===== src/rtl/txr_pkg.sv =====
package txr_pkg;
  typedef enum logic [1:0] {
    ST_SCAN = 2'd0,
    ST_DATA = 2'd1,
    ST_TAG  = 2'd2
  } txr_state_e;

  localparam int unsigned MIN_FRAME_BYTES = 60;
  localparam int unsigned BEAT_BYTES      = 2;
endpackage


===== src/rtl/txr_sequencer.sv =====
module txr_sequencer
  import txr_pkg::*;
#(
  parameter int unsigned NDESC  = 8,
  parameter int unsigned LEN_W  = 16,
  parameter int unsigned FID_W  = 16,
  parameter int unsigned MASK_W = 32,
  localparam int unsigned IDX_W = $clog2(NDESC)
) (
  input  logic              clk,
  input  logic              rst_n,
  input  logic              tx_en,
  input  logic              d_ready,
  input  logic              d_ts,
  input  logic              d_pad,
  input  logic [FID_W-1:0]  d_fid,
  input  logic [LEN_W-1:0]  d_off,
  input  logic [LEN_W-1:0]  d_len,
  input  logic [MASK_W-1:0] d_pmask,
  input  logic              out_ready,
  input  logic              sink_err,
  input  logic              err_flag,
  input  logic              data_end,
  output txr_state_e        state_o,
  output logic [IDX_W-1:0]  ptr_o,
  output logic [LEN_W-1:0]  cnt_o,
  output logic [LEN_W-1:0]  len_o,
  output logic [LEN_W-1:0]  elen_o,
  output logic [LEN_W-1:0]  off_o,
  output logic [FID_W-1:0]  fid_o,
  output logic              ts_o,
  output logic [MASK_W-1:0] pmask_o,
  output logic              ev_start,
  output logic              ev_drained,
  output logic              ev_complete,
  output logic              ev_fault
);
  localparam logic [LEN_W-1:0] MIN_LEN = LEN_W'(MIN_FRAME_BYTES);
  localparam logic [LEN_W-1:0] STEP    = LEN_W'(BEAT_BYTES);

  txr_state_e        st_q, st_d;
  logic [IDX_W-1:0]  ptr_q, ptr_d, ptr_inc;
  logic [LEN_W-1:0]  cnt_q, cnt_d;
  logic              sent_q, sent_d;
  logic [LEN_W-1:0]  len_q, elen_q, off_q;
  logic [FID_W-1:0]  fid_q;
  logic              ts_q;
  logic [MASK_W-1:0] pmask_q;
  logic              hs, final_beat;

  assign ptr_inc = (ptr_q == IDX_W'(NDESC - 1)) ? '0 : ptr_q + 1'b1;

  always_comb begin
    hs          = ((st_q == ST_DATA) || (st_q == ST_TAG)) && out_ready;
    ev_fault    = tx_en && (st_q == ST_DATA) && sink_err;
    final_beat  = (st_q == ST_TAG) || ((st_q == ST_DATA) && data_end && !ts_q);
    ev_complete = tx_en && hs && !ev_fault && final_beat;
    ev_start    = tx_en && (st_q == ST_SCAN) && !err_flag && d_ready;
    ev_drained  = tx_en && (st_q == ST_SCAN) && !err_flag && !d_ready && sent_q;
  end

  // next-state process
  always_comb begin
    st_d  = st_q;
    ptr_d = ptr_q;
    cnt_d = cnt_q;
    if (!tx_en) begin
      st_d  = ST_SCAN;
      ptr_d = '0;
      cnt_d = '0;
    end else begin
      unique case (st_q)
        ST_SCAN: if (ev_start) begin
          st_d  = ST_DATA;
          cnt_d = '0;
        end
        ST_DATA: begin
          if (ev_fault) st_d = ST_SCAN;
          else if (hs) begin
            if (data_end) st_d = ts_q ? ST_TAG : ST_SCAN;
            else cnt_d = cnt_q + STEP;
          end
        end
        ST_TAG: if (hs) st_d = ST_SCAN;
        default: st_d = ST_SCAN;
      endcase
      if (ev_complete) ptr_d = ptr_inc;
    end
    sent_d = sent_q;
    if (ev_start || ev_drained) sent_d = 1'b0;
    if (ev_complete)            sent_d = 1'b1;
  end

  // register process
  always_ff @(posedge clk or negedge rst_n) begin
    if (!rst_n) begin
      st_q   <= ST_SCAN;
      ptr_q  <= '0;
      cnt_q  <= '0;
      sent_q <= 1'b0;
    end else begin
      st_q   <= st_d;
      ptr_q  <= ptr_d;
      cnt_q  <= cnt_d;
      sent_q <= sent_d;
    end
  end

  // descriptor copy, loaded when a frame starts
  always_ff @(posedge clk or negedge rst_n) begin
    if (!rst_n) begin
      len_q   <= '0;
      elen_q  <= '0;
      off_q   <= '0;
      fid_q   <= '0;
      ts_q    <= 1'b0;
      pmask_q <= '0;
    end else if (ev_start) begin
      len_q   <= d_len;
      elen_q  <= (d_pad && (d_len < MIN_LEN)) ? MIN_LEN : d_len;
      off_q   <= d_off;
      fid_q   <= d_fid;
      ts_q    <= d_ts;
      pmask_q <= d_pmask;
    end
  end

  // a tag beat is only ever entered from a tagged frame
  assert_tag_needs_ts_R6: assert property (@(posedge clk) disable iff (!rst_n)
    (st_q == ST_TAG) |-> ts_q);

  assign state_o = st_q;
  assign ptr_o   = ptr_q;
  assign cnt_o   = cnt_q;
  assign len_o   = len_q;
  assign elen_o  = elen_q;
  assign off_o   = off_q;
  assign fid_o   = fid_q;
  assign ts_o    = ts_q;
  assign pmask_o = pmask_q;
endmodule


===== src/rtl/txr_beat_gen.sv =====
module txr_beat_gen
  import txr_pkg::*;
#(
  parameter int unsigned LEN_W = 16,
  parameter int unsigned FID_W = 16,
  localparam int unsigned DATA_W = 16,
  localparam int unsigned RAM_W  = 2 * DATA_W,
  localparam int unsigned RAM_AW = LEN_W - 2
) (
  input  txr_state_e         state,
  input  logic [LEN_W-1:0]   cnt,
  input  logic [LEN_W-1:0]   len,
  input  logic [LEN_W-1:0]   elen,
  input  logic [LEN_W-1:0]   off,
  input  logic [FID_W-1:0]   fid,
  input  logic               ts,
  input  logic [RAM_W-1:0]   ram_rdata,
  output logic [RAM_AW-1:0]  ram_addr,
  output logic               out_valid,
  output logic [DATA_W-1:0]  out_data,
  output logic               out_last,
  output logic               out_oob,
  output logic               data_end
);
  logic [LEN_W-1:0]  baddr;
  logic [DATA_W-1:0] half;

  always_comb begin
    baddr     = off + cnt;
    ram_addr  = baddr[LEN_W-1:2];
    half      = baddr[1] ? ram_rdata[RAM_W-1:DATA_W] : ram_rdata[DATA_W-1:0];
    data_end  = (cnt == (elen - LEN_W'(BEAT_BYTES)));
    out_valid = (state == ST_DATA) || (state == ST_TAG);
    out_oob   = (state == ST_TAG);
    out_last  = out_oob || ((state == ST_DATA) && data_end && !ts);
    if (out_oob)          out_data = DATA_W'(fid);
    else if (cnt >= len)  out_data = '0;
    else                  out_data = half;
  end
endmodule


===== src/rtl/txr_status.sv =====
module txr_status (
  input  logic clk,
  input  logic rst_n,
  input  logic set_done,
  input  logic clr_done,
  input  logic set_err,
  input  logic clr_err,
  input  logic set_tc,
  input  logic ack_tc,
  input  logic set_te,
  input  logic ack_te,
  input  logic mask_tc,
  input  logic mask_te,
  output logic done_flag,
  output logic err_flag,
  output logic irq_tc,
  output logic irq_te
);
  localparam int unsigned NFLAG = 4;

  logic [NFLAG-1:0] set_v, clr_v, flag_q;

  assign set_v = {set_te, set_tc, set_err, set_done};
  assign clr_v = {ack_te, ack_tc, clr_err, clr_done};

  // one sticky cell per flag, set has priority over clear
  for (genvar g = 0; g < NFLAG; g++) begin : g_flag
    logic nxt;
    always_comb begin
      nxt = flag_q[g];
      if (clr_v[g]) nxt = 1'b0;
      if (set_v[g]) nxt = 1'b1;
    end
    always_ff @(posedge clk or negedge rst_n) begin
      if (!rst_n) flag_q[g] <= 1'b0;
      else        flag_q[g] <= nxt;
    end
  end

  assign done_flag = flag_q[0];
  assign err_flag  = flag_q[1];
  assign irq_tc    = flag_q[2] & ~mask_tc;
  assign irq_te    = flag_q[3] & ~mask_te;

  // a set always lands even with a simultaneous clear
  assert_set_wins_R11: assert property (@(posedge clk) disable iff (!rst_n)
    set_te |=> flag_q[3]);
  assert_done_set_R8: assert property (@(posedge clk) disable iff (!rst_n)
    set_done |=> done_flag);
endmodule


===== src/rtl/tx_desc_ring.sv =====
module tx_desc_ring
  import txr_pkg::*;
#(
  parameter int unsigned NDESC  = 8,
  parameter int unsigned LEN_W  = 16,
  parameter int unsigned FID_W  = 16,
  parameter int unsigned MASK_W = 32,
  localparam int unsigned IDX_W  = $clog2(NDESC),
  localparam int unsigned RAM_AW = LEN_W - 2
) (
  input  logic              clk,
  input  logic              rst_n,
  input  logic              tx_en,
  output logic [IDX_W-1:0]  desc_idx,
  input  logic              desc_ready,
  input  logic              desc_ts_en,
  input  logic              desc_pad_en,
  input  logic [FID_W-1:0]  desc_fid,
  input  logic [LEN_W-1:0]  desc_offset,
  input  logic [LEN_W-1:0]  desc_len,
  input  logic [MASK_W-1:0] desc_pmask,
  output logic              desc_wb_en,
  output logic              desc_wb_err,
  output logic [RAM_AW-1:0] ram_addr,
  input  logic [31:0]       ram_rdata,
  output logic              out_valid,
  input  logic              out_ready,
  output logic [15:0]       out_data,
  output logic              out_last,
  output logic              out_oob,
  output logic [MASK_W-1:0] out_pmask,
  input  logic              sink_err,
  output logic              tx_done_flag,
  input  logic              done_clr,
  output logic              tx_err_flag,
  input  logic              err_clr,
  output logic              irq_tx_done,
  input  logic              irq_tx_done_ack,
  input  logic              irq_tx_done_mask,
  output logic              irq_tx_err,
  input  logic              irq_tx_err_ack,
  input  logic              irq_tx_err_mask
);
  logic [1:0]        rst_sync_q;
  logic              rst_sn;
  txr_state_e        st;
  logic [LEN_W-1:0]  cnt, len, elen, off;
  logic [FID_W-1:0]  fid;
  logic              ts, data_end;
  logic              ev_start, ev_drained, ev_complete, ev_fault;

  // asynchronous assert, synchronous release
  always_ff @(posedge clk or negedge rst_n) begin
    if (!rst_n) rst_sync_q <= '0;
    else        rst_sync_q <= {rst_sync_q[0], 1'b1};
  end
  assign rst_sn = rst_sync_q[1];

  txr_sequencer #(.NDESC(NDESC), .LEN_W(LEN_W), .FID_W(FID_W), .MASK_W(MASK_W)) u_seq (
    .clk(clk), .rst_n(rst_sn), .tx_en(tx_en),
    .d_ready(desc_ready), .d_ts(desc_ts_en), .d_pad(desc_pad_en), .d_fid(desc_fid),
    .d_off(desc_offset), .d_len(desc_len), .d_pmask(desc_pmask),
    .out_ready(out_ready), .sink_err(sink_err), .err_flag(tx_err_flag), .data_end(data_end),
    .state_o(st), .ptr_o(desc_idx), .cnt_o(cnt), .len_o(len), .elen_o(elen), .off_o(off),
    .fid_o(fid), .ts_o(ts), .pmask_o(out_pmask),
    .ev_start(ev_start), .ev_drained(ev_drained), .ev_complete(ev_complete), .ev_fault(ev_fault)
  );

  txr_beat_gen #(.LEN_W(LEN_W), .FID_W(FID_W)) u_beat (
    .state(st), .cnt(cnt), .len(len), .elen(elen), .off(off), .fid(fid), .ts(ts),
    .ram_rdata(ram_rdata), .ram_addr(ram_addr), .out_valid(out_valid), .out_data(out_data),
    .out_last(out_last), .out_oob(out_oob), .data_end(data_end)
  );

  txr_status u_stat (
    .clk(clk), .rst_n(rst_sn),
    .set_done(ev_drained), .clr_done(done_clr | ev_start),
    .set_err(ev_fault), .clr_err(err_clr),
    .set_tc(ev_complete), .ack_tc(irq_tx_done_ack),
    .set_te(ev_fault), .ack_te(irq_tx_err_ack),
    .mask_tc(irq_tx_done_mask), .mask_te(irq_tx_err_mask),
    .done_flag(tx_done_flag), .err_flag(tx_err_flag),
    .irq_tc(irq_tx_done), .irq_te(irq_tx_err)
  );

  assign desc_wb_en  = ev_complete | ev_fault;
  assign desc_wb_err = ev_fault;

  assert_wb_in_beat_R4: assert property (@(posedge clk) disable iff (!rst_sn)
    desc_wb_en |-> out_valid);
  assert_ptr_adv_R4: assert property (@(posedge clk) disable iff (!rst_sn)
    (desc_wb_en && !desc_wb_err && tx_en) |=> (desc_idx == IDX_W'(($past(desc_idx) + 1) % NDESC)));
  assert_fault_hold_R9: assert property (@(posedge clk) disable iff (!rst_sn)
    (desc_wb_en && desc_wb_err) |=> ($stable(desc_idx) && tx_err_flag && !out_valid));
  assert_stall_hold_R3: assert property (@(posedge clk) disable iff (!rst_sn)
    (out_valid && !out_ready && tx_en && !sink_err) |=> (out_valid && $stable(out_data)));
  assert_abort_R10: assert property (@(posedge clk) disable iff (!rst_sn)
    !tx_en |=> (desc_idx == '0 && !out_valid));
  assert_oob_last_R6: assert property (@(posedge clk) disable iff (!rst_sn)
    out_oob |-> (out_last && out_valid));
endmodule


===== config.mk =====
export PLATFORM = sky130hd
export DESIGN_NAME = tx_desc_ring
export DESIGN_NICKNAME = d
export VERILOG_FILES = /design/src/rtl/txr_pkg.sv /design/src/rtl/txr_sequencer.sv /design/src/rtl/txr_beat_gen.sv /design/src/rtl/txr_status.sv /design/src/rtl/tx_desc_ring.sv
export SDC_FILE = /design/constraint.sdc
export NUM_CORES = 1
export LEC_CHECK = 0
export ABC_AREA = 1
export BUFFER_PORTS_ARGS = -buffer_cell sky130_fd_sc_hd__buf_2
export CELL_PAD_IN_SITES_DETAIL_PLACEMENT = 0
export CELL_PAD_IN_SITES_GLOBAL_PLACEMENT = 1
export CORE_MARGIN = 3
export CORE_UTILIZATION = 34
export CTS_CLUSTER_DIAMETER = 60
export DETAILED_ROUTE_END_ITERATION = 7
export HOLD_SLACK_MARGIN = 0.12
export PLACE_DENSITY_LB_ADDON = 0.1
export SYNTH_ARGS = -nofsm -noshare
export SYNTH_HDL_FRONTEND = slang
export SYNTH_SLANG_ARGS = --single-unit

===== constraint.sdc =====
create_clock -name clk -period 3.57 [get_ports clk]
set_input_delay 1.071 -clock clk [delete_from_list [all_inputs] [get_ports clk]]
set_output_delay 1.071 -clock clk [all_outputs]
set_load 0.005 [all_outputs]

# Word level (Yosys, flattened, before mapping)
# Index checks and enable logic that the tools add are counted.
word_totals:
  elab_cells: 100
  out_inout_bits: 74
  register_bits: 125
  in_bits: 126
classes:
  reduce_logical: 29
  n_eq_ne: 13
  mux: 31
  n_lt_le_gt_ge: 2
  addsub: 4
  bitwise: 6
op_table:
  columns: ["op", "count"]
  rows:
  - ["16-bit 2-to-1 mux", 9]
  - ["16-bit one-hot mux with 2 select lines", 1]
  - ["16-bit adder", 1]
  - ["16-bit by 2-bit adder with 16-bit output, second input constant", 1]
  - ["16-bit == test", 1]
  - ["16-bit greater-or-equal comparator", 1]
  - ["16-bit by 6-bit < comparator with 1-bit output, second input constant", 1]
  - ["16-bit by 2-bit subtractor with 16-bit output, second input constant", 1]
  - ["1-bit logical AND", 14]
  - ["2-bit 2-to-1 mux", 7]
  - ["3-bit inequality test, second input constant", 4]
  - ["1-bit 2-to-1 mux", 10]
  - ["2-bit nonzero test", 5]
  - ["3-bit 2-to-1 mux", 3]
  - ["4-bit inequality test, second input constant", 2]
  - ["2-bit one-hot mux with 3 select lines", 1]
  - ["5-bit AND reduction", 1]
  - ["1-bit logical NOT", 4]
  - ["4-bit AND reduction", 1]
  - ["3-bit by 1-bit adder with 3-bit output, second input constant", 1]
  - ["3-bit == test, second input constant", 1]
  - ["1-bit logical OR", 3]
  - ["3-bit by 1-bit inequality test with 1-bit output, second input constant", 1]
  - ["3-bit by 2-bit inequality test with 1-bit output, second input constant", 1]
  - ["other kinds (7)", 10]

# Depth between registers and ports, before layout
depth:
  ltp_word: 8
  ltp_mapped: 18
  ltp_nobuf: 17

# Cells and area by module
# From an unflattened synthesis, not the netlist that was laid out.
unflattened:
  hier_cells: 1052
  hier_area_um2: 7544.7
modules_own_cells:
  columns: ["mod", "seq_area_each_um2", "n_inst", "area_each_um2", "cells_per_inst"]
  rows:
  - ["txr_sequencer", 2952.8, 1, 4958.5, 580]
  - ["txr_beat_gen", 0.0, 1, 2329.7, 439]
  - ["txr_status", 100.1, 1, 180.2, 24]
  - ["tx_desc_ring", 50.0, 1, 76.3, 9]

# Worst setup path before layout
# OpenSTA, ideal clock, no wires.
synth_path:
  path_kind: "register to output"
  from: "register u_seq.cnt_q[3] (netlist: u_seq.cnt_o[3])"
  to: "output port out_data[10]"
  t_arrival_ns: 1.992
  required_time_ns: 2.499
  setup_slack_ns: 0.507
  path_stages_with_launch: 11
  path_cell_list: "dfrtp_1 ha_1 a21oi_1 o21ai_0 nand4_1 o211ai_1 a21o_1 a21oi_1 clkbuf_1 nand2_1 nand2_1"
synth_between:
  elab_chain_cells: 3
synth_lines:
  columns: ["item", "line_no", "text"]
  rows:
  - ["start, declared", "txr_sequencer.sv:43", "logic [LEN_W-1:0] cnt_q, cnt_d;"]
  - ["start signal, assigned", "txr_sequencer.sv:104", "cnt_q <= cnt_d;"]
  - ["16-bit greater-or-equal comparator", "txr_beat_gen.sv:37", "else if (cnt >= len) out_data = '0;"]
  - ["16-bit 2-to-1 mux", "txr_beat_gen.sv:37", null]
  - ["16-bit 2-to-1 mux", "txr_beat_gen.sv:36", "if (out_oob) out_data = DATA_W'(fid);"]
  - ["end, declared", "tx_desc_ring.sv:28", "output logic [15:0] out_data,"]
# Every way passes these cells.

# Final worst setup path
layout_path:
  from: "register u_seq.cnt_q[2] (netlist: u_seq.cnt_o[2])"
  to: "output port out_data[3]"
# Same word-level chain as after synthesis.

==> flow_summary.yaml <==
timing:
  fmax_mhz: 276
  rsz0062_at_grt: "true"
  worst_slack_ns: -0.0478
  fin_skew_ns: 0.0163
  worst_slew_pin_slew_ns: 0.825
  period_minus_slack_ns: 3.62
  relSlewSlack_pct: 45.0
  hold_viol: 0
  finalCritPeriodShare_pct: 101
  setup_viol: 16
  slew_viol_final: 0
synthesis:
  syn_nets: 1118
  synth_edf_count: 0
  synthFlopType: "dfrtp_1"
  netlist-cell-type-count: 32
  syn_area_um2: 7000
  ys_warn_count: 0
  seq_area_frac_synth_pct: 44.0
  syn_area_per_cell_um2: 7.33
  async_flop_share_pct: 100
  syn_inst: 955
  synth-seq-cells: 123
setup_path:
  required_ns: 2.50
  crit_arrival_ns: 2.55
  crit_slowest_cell: "dfrtp_1"
  path_buf_inv: 4
  crit_chain: "buf_6, ha_2, nand2_1, o21ai_2, nand4_1, o211ai_1, a21o_1, a21oi_4, buf_12, clkbuf_16, nand2_1, nand2_1, buf_2"
  cpPeakStageDelay_ns: 0.40
  crit_family: "compound AO/OA/AOI/OAI gates"
  worstPathMaxFanout: 8
  start_kind: "flop"
  worstSetupEndpointType: "output pin"
  path_class: "flop to output pin"
  critPathMostFrequentCell: "nand2_1"
grt:
  grt_busiest_layer: "met2"
  grt_pass1_vias: 6756
  grt_usage_pct: 19.2
  met1_usage_pct: 24.0
  use_met3_pct: 6.09
  antenna_found_initial: 3
  overflow: 0
  grt_first_pass_wirelength_mm: 34.1
  grt_max_degree: 110
  groute.layer.met2.usage_pct: 31.9
power:
  power_mw: 6.99
  p_per_area_nw_per_um2: 755
  leakagePower_nw: 5.07
  vdd_ir_drop_max_v: 0.000348
drt:
  wirelength_mm: 20.8
  drc: 0
  ant_nets: 0
  vias: 6650
  vias_per_cell: 4.62
  drtIter0Drc: 257
  wl_per_cell_um: 14.5
  first_pass_iters: 4
status:
  violations: "negative setup slack"
  status: "complete, but fails checks"
layout:
  final_util_pct: 46.7
  final_cell_mix: "nand2_1 (395), buf_2 (198), dfrtp_1 (115)"
  antenna_cells: 0
  synthToLayoutAreaGrowth_pct: 32.2
  drive_gt1_share_pct: 26.1
  fin_nets: 1324
  final_common_cell: "nand2_1"
place:
  hpwlAfterDp_mm: 14.7
  pre_cts_ws_ns: 0.197
  io_buffers: 198
  gp_congestion: 0.853
clocking:
  clock_path_buffers: 2
  clock_sinks: 123
  cts_buffers: 17
  cts_tree: "yes"
  clockRootBuffer: "clkbuf_16"
  clk_latency_ns: 0.43
  clk_pin_slew_ns: 0.07
  h-tree-depth: 4
floorplanning:
  coreArea_um2: 19800
  io_pins: 200
  die_w_um: 150
  rows: 51
  initial_core_util_pct: 35.3
  chipHeight_um: 150
  die_area_um2: 22400
min_path:
  hold_class: "flop to flop"
run:
  timing.max_cap.violations: 0
-- metrics by stage --
stage               cells  cell area [um^2]  hold slack, ns  setup TNS (ns)
floorplan             955              7000           0.331               0
global placement     1399              8330           0.335               0
detailed placement   1399              8330           0.338               0
CTS                  1433              9010           0.356        -0.00845
global route         1439              9260           0.365           -2.38
finish               1439              9260           0.358          -0.586
-- report_power, final --
part / internal (mW) / total, mW / switching, mW
logic: 1.17 / 2.86 / 1.69
registers: 1.94 / 2.28 / 0.347
clock network: 1.07 / 1.84 / 0.771
-- kinds of logic (layout without fill, tap and decap cells) --
kind of cell | after synthesis | after routing | share of synthesized area (%)
AO/OA/AOI/OAI | 91 | 91 | 6.88
XOR/XNOR | 34 | 34 | 4.25
adder cells (fa/ha/maj) | 37 | 37 | 6.61
buffers and inverters | 107 | 326 | 5.99
flip-flops | 123 | 123 | 44.0
other | 1 | 1 | 0.0536
AND/OR/NAND/NOR | 562 | 562 | 32.3
-- synthesized netlist by cell type (2+ instances only) --
cell type,number,area share (%)
nand4_1,6,0.54
xor2_1,24,3.0
nand3_1,44,3.1
clkbuf_1,29,1.6
inv_2,2,0.11
nor4_1,6,0.54
nor3_2,2,0.29
o21ai_0,52,3.7
inv_1,71,3.8
nor2_1,75,4.0
dfrtp_1,123,44
xnor2_1,10,1.3
o31ai_1,2,0.21
a21oi_1,26,1.9
o211ai_1,5,0.54
nor3_1,20,1.4
nand3b_1,3,0.32
o22ai_1,2,0.18
buf_4,2,0.21
ha_1,37,6.6
buf_2,2,0.14
nand2_1,402,22
-- area by class of cell --
| type | instances | area [um^2] |
|---|---|---|
| clock buffer | 17 | 425 |
| sequential | 123 | 3090 |
| inverter | 73 | 275 |
| fill | 2051 | 10600 |
| timing repair buffer | 221 | 1230 |
| tap | 265 | 332 |
| clock inverter | 15 | 195 |
| multi-input combinational | 725 | 3710 |
-- worst reg2reg max path: cells and delay by family (launching register included) --
kind,cells,cell delay [ns]
flip-flops,1,0.39
buffers and inverters,2,0.20
adder cells (fa/ha/maj),1,0.16
AND/OR/NAND/NOR,12,1.85
-- flip-flops by register name, indices dropped and copies added, names as in the netlist --
| register | count |
|---|---|
| u_seq.cnt_o | 15 |
| u_stat.done_flag | 1 |
| u_seq.off_o | 15 |
| u_seq.len_o | 16 |
| u_seq.sent_q | 1 |
| u_seq.elen_o | 16 |
| u_seq.state_o | 2 |
| u_stat.err_flag | 1 |
| u_seq.ts_o | 1 |
| u_seq.pmask_o | 32 |
| rst_sync_q | 2 |
| u_seq.fid_o | 16 |
| u_stat.flag_q | 2 |
| u_seq.ptr_o | 3 |
-- final timing paths --
kind / slack [ns] / to / cells after the start / from
min in group asynchronous: 0.42 / rst_sync_q[0] / 1 / rst_n
min: 0.36 / rst_sync_q[1] / 0 / rst_sync_q[0]
max reg2reg: 0.85 / u_seq.cnt_o[11] / 15 / u_seq.elen_o[1]
max in group asynchronous: 2.26 / u_seq.cnt_o[11] / 1 / rst_sync_q[1]
max: -0.05 / out_data[3] / 13 / u_seq.cnt_o[2]
min reg2reg: 0.36 / rst_sync_q[1] / 0 / rst_sync_q[0]
-- routing by layer --
metal / share of wire, % / vias to the layer above
li1: - / 3440
met1: 45 / 3056
met2: 48 / 131
met3: 6.0 / 17
met4: 0.88 / 6
met5: 0.16 / -
-- timing repair --
action / CTS / global route
setup endpoints to repair: 23 / 23
resized for setup: 16 / 44
cloned: 0 / 1
setup buffers: 2 / 5
pin swaps: 2 / 12
hold buffers: 0 / 0
Power figures use the tool's default switching activity.
